$ cat config.mk
export PLATFORM = sky130hd
export DESIGN_NAME = pit_timer
export DESIGN_NICKNAME = d
export VERILOG_FILES = /design/src/rtl/pit_pkg.sv /design/src/rtl/pit_ctl_decode.sv /design/src/rtl/pit_channel.sv /design/src/rtl/pit_timer.sv
export SDC_FILE = /design/constraint.sdc
export NUM_CORES = 1
export LEC_CHECK = 0
export BUFFER_PORTS_ARGS = -buffer_cell sky130_fd_sc_hd__buf_2
export CORE_MARGIN = 2
export CORE_UTILIZATION = 60
export CTS_BUF_LIST = sky130_fd_sc_hd__clkbuf_4
export CTS_CLUSTER_SIZE = 30
export DETAILED_ROUTE_END_ITERATION = 10
export PLACE_DENSITY_LB_ADDON = 0.15
export REMOVE_ABC_BUFFERS = 1
export SYNTH_ARGS = -nofsm -noshare
export SYNTH_HDL_FRONTEND = slang
export SYNTH_SLANG_ARGS = --single-unit
$ cat constraint.sdc
create_clock -name clk -period 3.24 [get_ports clk]
set_input_delay 0.324 -clock clk [delete_from_list [all_inputs] [get_ports clk]]
set_output_delay 0.324 -clock clk [all_outputs]
set_load 0.05 [all_outputs]
$ cat src/rtl/pit_pkg.sv
package pit_pkg;

  typedef enum logic [1:0] {
    ACC_SNAP = 2'd0,
    ACC_LO   = 2'd1,
    ACC_HI   = 2'd2,
    ACC_WORD = 2'd3
  } acc_e;

  typedef enum logic [1:0] {
    WV_TC,
    WV_RATE,
    WV_SQUARE,
    WV_STROBE
  } wave_e;

  typedef struct packed {
    logic [1:0] chan;
    acc_e       acc;
    logic [2:0] wcode;
    logic       fmt;
  } ctl_byte_t;

  function automatic wave_e map_wave(input logic [2:0] code);
    case (code)
      3'd0, 3'd1: map_wave = WV_TC;
      3'd2, 3'd6: map_wave = WV_RATE;
      3'd3, 3'd7: map_wave = WV_SQUARE;
      default:    map_wave = WV_STROBE;
    endcase
  endfunction

  function automatic logic idle_level(input wave_e w);
    idle_level = (w != WV_TC);
  endfunction

endpackage

$ cat src/rtl/pit_ctl_decode.sv
module pit_ctl_decode
  import pit_pkg::*;
#(
  parameter int NCH = 3
) (
  input  logic           ctl_we,
  input  logic [7:0]     ctl_data,
  output logic [NCH-1:0] prog,
  output logic [NCH-1:0] snap,
  output acc_e           acc,
  output wave_e          wave
);
  ctl_byte_t cw;
  logic      fmt_unused;

  assign cw         = ctl_byte_t'(ctl_data);
  assign fmt_unused = cw.fmt;
  assign acc        = cw.acc;
  assign wave       = map_wave(cw.wcode);

  for (genvar i = 0; i < NCH; i++) begin : g_sel
    assign prog[i] = ctl_we && (cw.chan == 2'(i)) && (cw.acc != ACC_SNAP);
    assign snap[i] = ctl_we && (cw.chan == 2'(i)) && (cw.acc == ACC_SNAP);
  end
endmodule

$ cat src/rtl/pit_channel.sv
module pit_channel
  import pit_pkg::*;
#(
  parameter int BW = 8
) (
  input  logic          clk,
  input  logic          rst,
  input  logic          prog,
  input  logic          snap,
  input  acc_e          acc_in,
  input  wave_e         wave_in,
  input  logic          we,
  input  logic [BW-1:0] wdata,
  input  logic          re,
  input  logic          tick,
  output logic [BW-1:0] rdata,
  output logic          out
);
  localparam int CW = 2 * BW;

  acc_e          acc_q;
  wave_e         wave_q;
  logic [CW-1:0] cnt_q, reload_q, hold_q;
  logic          hold_on, wr_hi, rd_hi, pend_q, run_q, fresh_q, out_q;
  logic [BW-1:0] rdata_q;
  logic [CW-1:0] src;
  logic          rd_upper, rd_last;

  // Phase load for the square wave: even part of the reload, plus two
  // for an odd reload when the coming phase is the high one.
  function automatic logic [CW-1:0] sq_load(input logic [CW-1:0] r,
                                            input logic hi);
    sq_load = {r[CW-1:1], 1'b0} + ((hi && r[0]) ? CW'(2) : CW'(0));
  endfunction

  always_comb begin
    src      = hold_on ? hold_q : cnt_q;
    rd_upper = (acc_q == ACC_HI) || ((acc_q == ACC_WORD) && rd_hi);
    rd_last  = (acc_q != ACC_WORD) || rd_hi;
  end

  always_ff @(posedge clk) begin
    if (rst) begin
      acc_q    <= ACC_WORD;
      wave_q   <= WV_TC;
      cnt_q    <= '0;
      reload_q <= '0;
      hold_q   <= '0;
      hold_on  <= 1'b0;
      wr_hi    <= 1'b0;
      rd_hi    <= 1'b0;
      pend_q   <= 1'b0;
      run_q    <= 1'b0;
      fresh_q  <= 1'b0;
      out_q    <= 1'b0;
      rdata_q  <= '0;
    end else if (prog) begin
      acc_q   <= acc_in;
      wave_q  <= wave_in;
      wr_hi   <= 1'b0;
      rd_hi   <= 1'b0;
      pend_q  <= 1'b0;
      run_q   <= 1'b0;
      hold_on <= 1'b0;
      out_q   <= idle_level(wave_in);
    end else begin
      // readout side
      if (re) begin
        rdata_q <= rd_upper ? src[CW-1:BW] : src[BW-1:0];
        if (acc_q == ACC_WORD) rd_hi <= !rd_hi;
        if (rd_last && hold_on) hold_on <= 1'b0;
      end
      if (snap && !hold_on) begin
        hold_q  <= cnt_q;
        hold_on <= 1'b1;
      end
      // count byte writes
      if (we) begin
        case (acc_q)
          ACC_LO: begin
            reload_q <= {{BW{1'b0}}, wdata};
            pend_q   <= 1'b1;
          end
          ACC_HI: begin
            reload_q <= {wdata, {BW{1'b0}}};
            pend_q   <= 1'b1;
          end
          default: begin
            if (!wr_hi) begin
              reload_q[BW-1:0] <= wdata;
              wr_hi            <= 1'b1;
              pend_q           <= 1'b0;
            end else begin
              reload_q[CW-1:BW] <= wdata;
              wr_hi             <= 1'b0;
              pend_q            <= 1'b1;
            end
          end
        endcase
      end
      // counting side
      if (tick && !we) begin
        if (pend_q) begin
          pend_q  <= 1'b0;
          run_q   <= 1'b1;
          fresh_q <= 1'b1;
          cnt_q   <= (wave_q == WV_SQUARE) ? sq_load(reload_q, 1'b1) : reload_q;
          out_q   <= idle_level(wave_q);
        end else if (run_q) begin
          case (wave_q)
            WV_TC: begin
              cnt_q <= cnt_q - 1'b1;
              if (cnt_q == CW'(1)) out_q <= 1'b1;
            end
            WV_RATE: begin
              if (cnt_q == CW'(2)) begin
                cnt_q <= CW'(1);
                out_q <= 1'b0;
              end else if (cnt_q == CW'(1)) begin
                cnt_q <= reload_q;
                out_q <= 1'b1;
              end else begin
                cnt_q <= cnt_q - 1'b1;
              end
            end
            WV_SQUARE: begin
              if (cnt_q == CW'(2)) begin
                out_q <= !out_q;
                cnt_q <= sq_load(reload_q, !out_q);
              end else begin
                cnt_q <= cnt_q - CW'(2);
              end
            end
            default: begin
              cnt_q <= cnt_q - 1'b1;
              if (fresh_q && out_q && cnt_q == CW'(1)) begin
                out_q <= 1'b0;
              end else if (!out_q) begin
                out_q   <= 1'b1;
                fresh_q <= 1'b0;
              end
            end
          endcase
        end
      end else if (tick && we && run_q && !pend_q) begin
        // a write never stalls counting of the running period
        cnt_q <= (wave_q == WV_SQUARE) ? cnt_q - CW'(2) : cnt_q - 1'b1;
      end
    end
  end

  assign rdata = rdata_q;
  assign out   = out_q;
endmodule

$ cat src/rtl/pit_timer.sv
module pit_timer
  import pit_pkg::*;
#(
  parameter int NCH = 3,
  parameter int BW  = 8
) (
  input  logic              clk,
  input  logic              rst,
  input  logic              ctl_we,
  input  logic [7:0]        ctl_data,
  input  logic [NCH-1:0]    cnt_we,
  input  logic [BW-1:0]     cnt_wdata,
  input  logic [NCH-1:0]    cnt_re,
  output logic [NCH*BW-1:0] cnt_rdata,
  input  logic [NCH-1:0]    cnt_tick,
  output logic [NCH-1:0]    cnt_out
);
  logic [NCH-1:0] prog, snap;
  acc_e           acc;
  wave_e          wave;

  pit_ctl_decode #(.NCH(NCH)) u_dec (
    .ctl_we   (ctl_we),
    .ctl_data (ctl_data),
    .prog     (prog),
    .snap     (snap),
    .acc      (acc),
    .wave     (wave)
  );

  for (genvar i = 0; i < NCH; i++) begin : g_ch
    pit_channel #(.BW(BW)) u_ch (
      .clk     (clk),
      .rst     (rst),
      .prog    (prog[i]),
      .snap    (snap[i]),
      .acc_in  (acc),
      .wave_in (wave),
      .we      (cnt_we[i]),
      .wdata   (cnt_wdata),
      .re      (cnt_re[i]),
      .tick    (cnt_tick[i]),
      .rdata   (cnt_rdata[i*BW +: BW]),
      .out     (cnt_out[i])
    );
  end
endmodule

==> flow_metrics.py <==
metrics = {
    "worst_hold_path": {
        "min-delay-start": "ctl_data[6]",
        "hp-class": "primary input to flop",
    },
    "run": {
        "maxCapViolations": 0,
    },
    "timing": {
        "max_slew_margin_pct": 32.9,
        "finalHoldViolCount": 0,
        "period_minus_slack_ps": 3000,
        "tns_ps": 0,
        "fin_crit_sh_pct": 92.6,
        "setup_viol": 0,
        "max_freq_mhz": 333,
        "holdWs_ps": 89.3,
        "clock_skew_ps": 33.3,
        "rsz0062_at_grt": "false",
        "slew_violations": 0,
        "worstMarginPinSlew_ps": 997,
    },
    "routing": {
        "via_count": 17600,
        "drt_pass1_iterations": 7,
        "drt_iter0_drc": 2387,
        "vias_per_cell": 6.74,
        "finalWirelength_um": 56400,
        "wl_per_cell_um": 21.6,
        "drcViolationCount": 0,
        "ant_nets": 0,
    },
    "grt": {
        "grt_pass1_vias": 16300,
        "antenna_found_initial": 3,
        "grt.overflow.total": 0,
        "grt_pass1_wl_um": 89000,
        "grt_max_degree": 59,
        "grt_util_all_layers_pct": 39.2,
    },
    "die": {
        "die_h_um": 167,
        "io_pins": 55,
        "core-area_mm2": 0.0261,
        "rows": 59,
        "die_area_mm2": 0.0278,
        "die_w_um": 167,
        "initial_utilization_pct": 60.9,
    },
    "placement": {
        "dpl_cell_area_mm2": 0.0164,
        "io_buffers": 53,
        "gp_congestion": 1.02,
        "post-place-cells": 2485,
        "dpl.hpwl_um": 41100,
    },
    "clock_tree": {
        "cts_root_buffer": "clkbuf_4",
        "cts_tree": "yes",
        "cts_resized": 0,
        "cts_max_level": 2,
        "cts_made_buffers": 57,
        "insertion_delay_ps": 730,
        "cts.clk_slew.worst_paths_ps": 70,
        "clock_path_buffers": 3,
        "cts_sinks": 201,
        "post_cts_buffers": 0,
        "ctsHoldBuffers": 22,
    },
    "pwr": {
        "p_per_area_mw_per_mm2": 435,
        "ir_drop_mv": 0.394,
        "p_leak_nw": 6.66,
    },
    "logic_synthesis": {
        "syn_avg_cell_area_um2": 7.18,
        "synth_edf_count": 0,
        "synth_cells": 2213,
        "ys.flop_type": "dfxtp_1",
        "synth_area_leader_cell": "dfxtp_1",
        "synth.top_cell.area_share_pct": 25.3,
        "synth_warnings": 0,
        "synth-seq-area-share_pct": 25.3,
        "async_flop_share_pct": 0,
        "synth_seq_cells": 201,
        "synth_most_common_cell": "nand2_1",
        "synth_cell_types": 83,
        "synth_common_cells": "353 x nand2_1, 234 x a21oi_1, 201 x dfxtp_1",
        "ys_top_cells_by_area": "dfxtp_1 25%, nand2_1 8.3%, a21oi_1 7.4%, xor2_1 4.4%, clkbuf_1 4.3%",
        "synth_area_mm2": 0.0159,
    },
    "setup_path": {
        "arrival_ps": 3590,
        "crit_slowest_cell": "or4b_1",
        "slowest_delay_ps": 640,
        "crit_type": "flop to flop",
        "crit_path_end_kind": "flop",
        "crit_family": "simple AND/OR/NAND/NOR gates",
        "cp-start-kind": "flop",
        "cp_max_fo": 10,
        "path_cells": "inv_1 > ha_1 > or4b_1 > or4_1 > o21ai_0 > a21oi_1 > nor4_1 > o22ai_1",
        "worst_ep_required_time_ps": 3830,
        "setup.worst_path.start": "g_ch[0].u_ch.cnt_q[1]",
        "worst-path-buf-inv": 1,
        "reg2reg_from": "g_ch[0].u_ch.cnt_q[1]",
    },
    "layout": {
        "post-route-util_pct": 66.6,
        "stdcell_area_mm2": 0.0174,
        "fin_cells": 2608,
        "syn_to_final_growth_pct": 9.32,
        "final_layout_size_suffix_gt1_share_pct": 12.9,
        "finalNetCount": 2307,
    },
    "status": {
        "status": "completed",
    },
}
## worst reg2reg max path: cells and delay by family (launching register included)
| kind | cells | cell delay, ps |
|---|---|---|
| flops | 1 | 440 |
| compound gates | 3 | 460 |
| buf+inv | 1 | 240 |
| simple gates | 3 | 1530 |
| fa+ha+maj | 1 | 200 |
## worst paths after layout
check | end | slack (ps) | cells past startpoint
setup reg to reg | g_ch[0].u_ch.cnt_q[15] | 240 | 8
hold / removal | g_ch[0].u_ch.acc_q[0] | 90 | 4
hold reg to reg | g_ch[0].u_ch.rdata[3] | 450 | 2
setup / recovery | g_ch[0].u_ch.cnt_q[15] | 240 | 8
## state kept, by name (all words and copies together), names as in the netlist, 6 cells and up
register	count
g_ch.u_ch.reload_q	48
g_ch.u_ch.cnt_q	48
g_ch.u_ch.wave_q	6
g_ch.u_ch.acc_q	6
g_ch.u_ch.hold_q	48
g_ch.u_ch.rdata	24
## metal layers
metal / part of all wire [%] / track usage [%] / wire length, µm / vias to the layer above
met3: 11 / 7.18 / 6170 / 202
met2: 45 / 61.5 / 25200 / 1108
met4: 4.3 / 17.6 / 2430 / 0
met1: 40 / 52.7 / 22600 / 8174
met5: 0 / 0 / 0 / -
li1: - / - / - / 8088
## per-stage QoR
step | worst slack [ps] | power (mW)
3_3_place_gp | 323 | 5.16
3_5_place_dp | 302 | 5.18
2_1_floorplan | 43.8 | 4.40
4_1_cts | 293 | 7.50
5_1_grt | 31.1 | 7.92
6_report | 241 | 7.55
## layout by cell type (no fill, tap or decap), types with 15 or more instances in the layout
master,n
o221ai_1,17
buf_2,52
o21ai_0,105
a211oi_1,30
o211ai_1,25
o22ai_1,21
buf_4,95
nand2_1,353
xor2_1,79
or3_1,18
a21oi_1,234
or2_2,15
ha_1,48
inv_1,51
nor2_1,141
dlygate4sd3_1,22
a31oi_1,21
and3_1,17
nor3_1,53
clkinv_1,15
nor4_1,49
nand3_1,115
dfxtp_1,201
a22oi_1,18
clkbuf_4,79
nand4_1,45
mux4_2,24
xnor2_1,67
## power breakdown
part / internal [mW] / switching, mW / total, mW
Clock: 1.13 / 1.16 / 2.30
Combinational: 0.944 / 1.53 / 2.48
Sequential: 2.57 / 0.205 / 2.78
Total: 4.65 / 2.90 / 7.55
## logic make-up (layout without fill, tap and decap cells)
kind of cell	Yosys count	after routing	synth area share [%]
other	0	2	0
xor gates and xnor gates	146	146	8.05
buffers and inverters	262	320	6.48
and+or+nand+nor	904	904	27.4
DFF	201	201	25.3
adders and majority gates	48	48	3.78
AOI/OAI and AO/OA	609	609	24.3
muxes	43	43	4.65
## area by class of cell
cell class	count	area, µm²
timing repair buffer	169	1190
inverter	52	195
tap	335	419
fill	2384	8700
clock inverter	20	96.3
antenna	2	5.00
sequential	201	4020
multi-input combinational	1750	10800
clock buffer	79	593
Power figures use the tool's default switching activity.
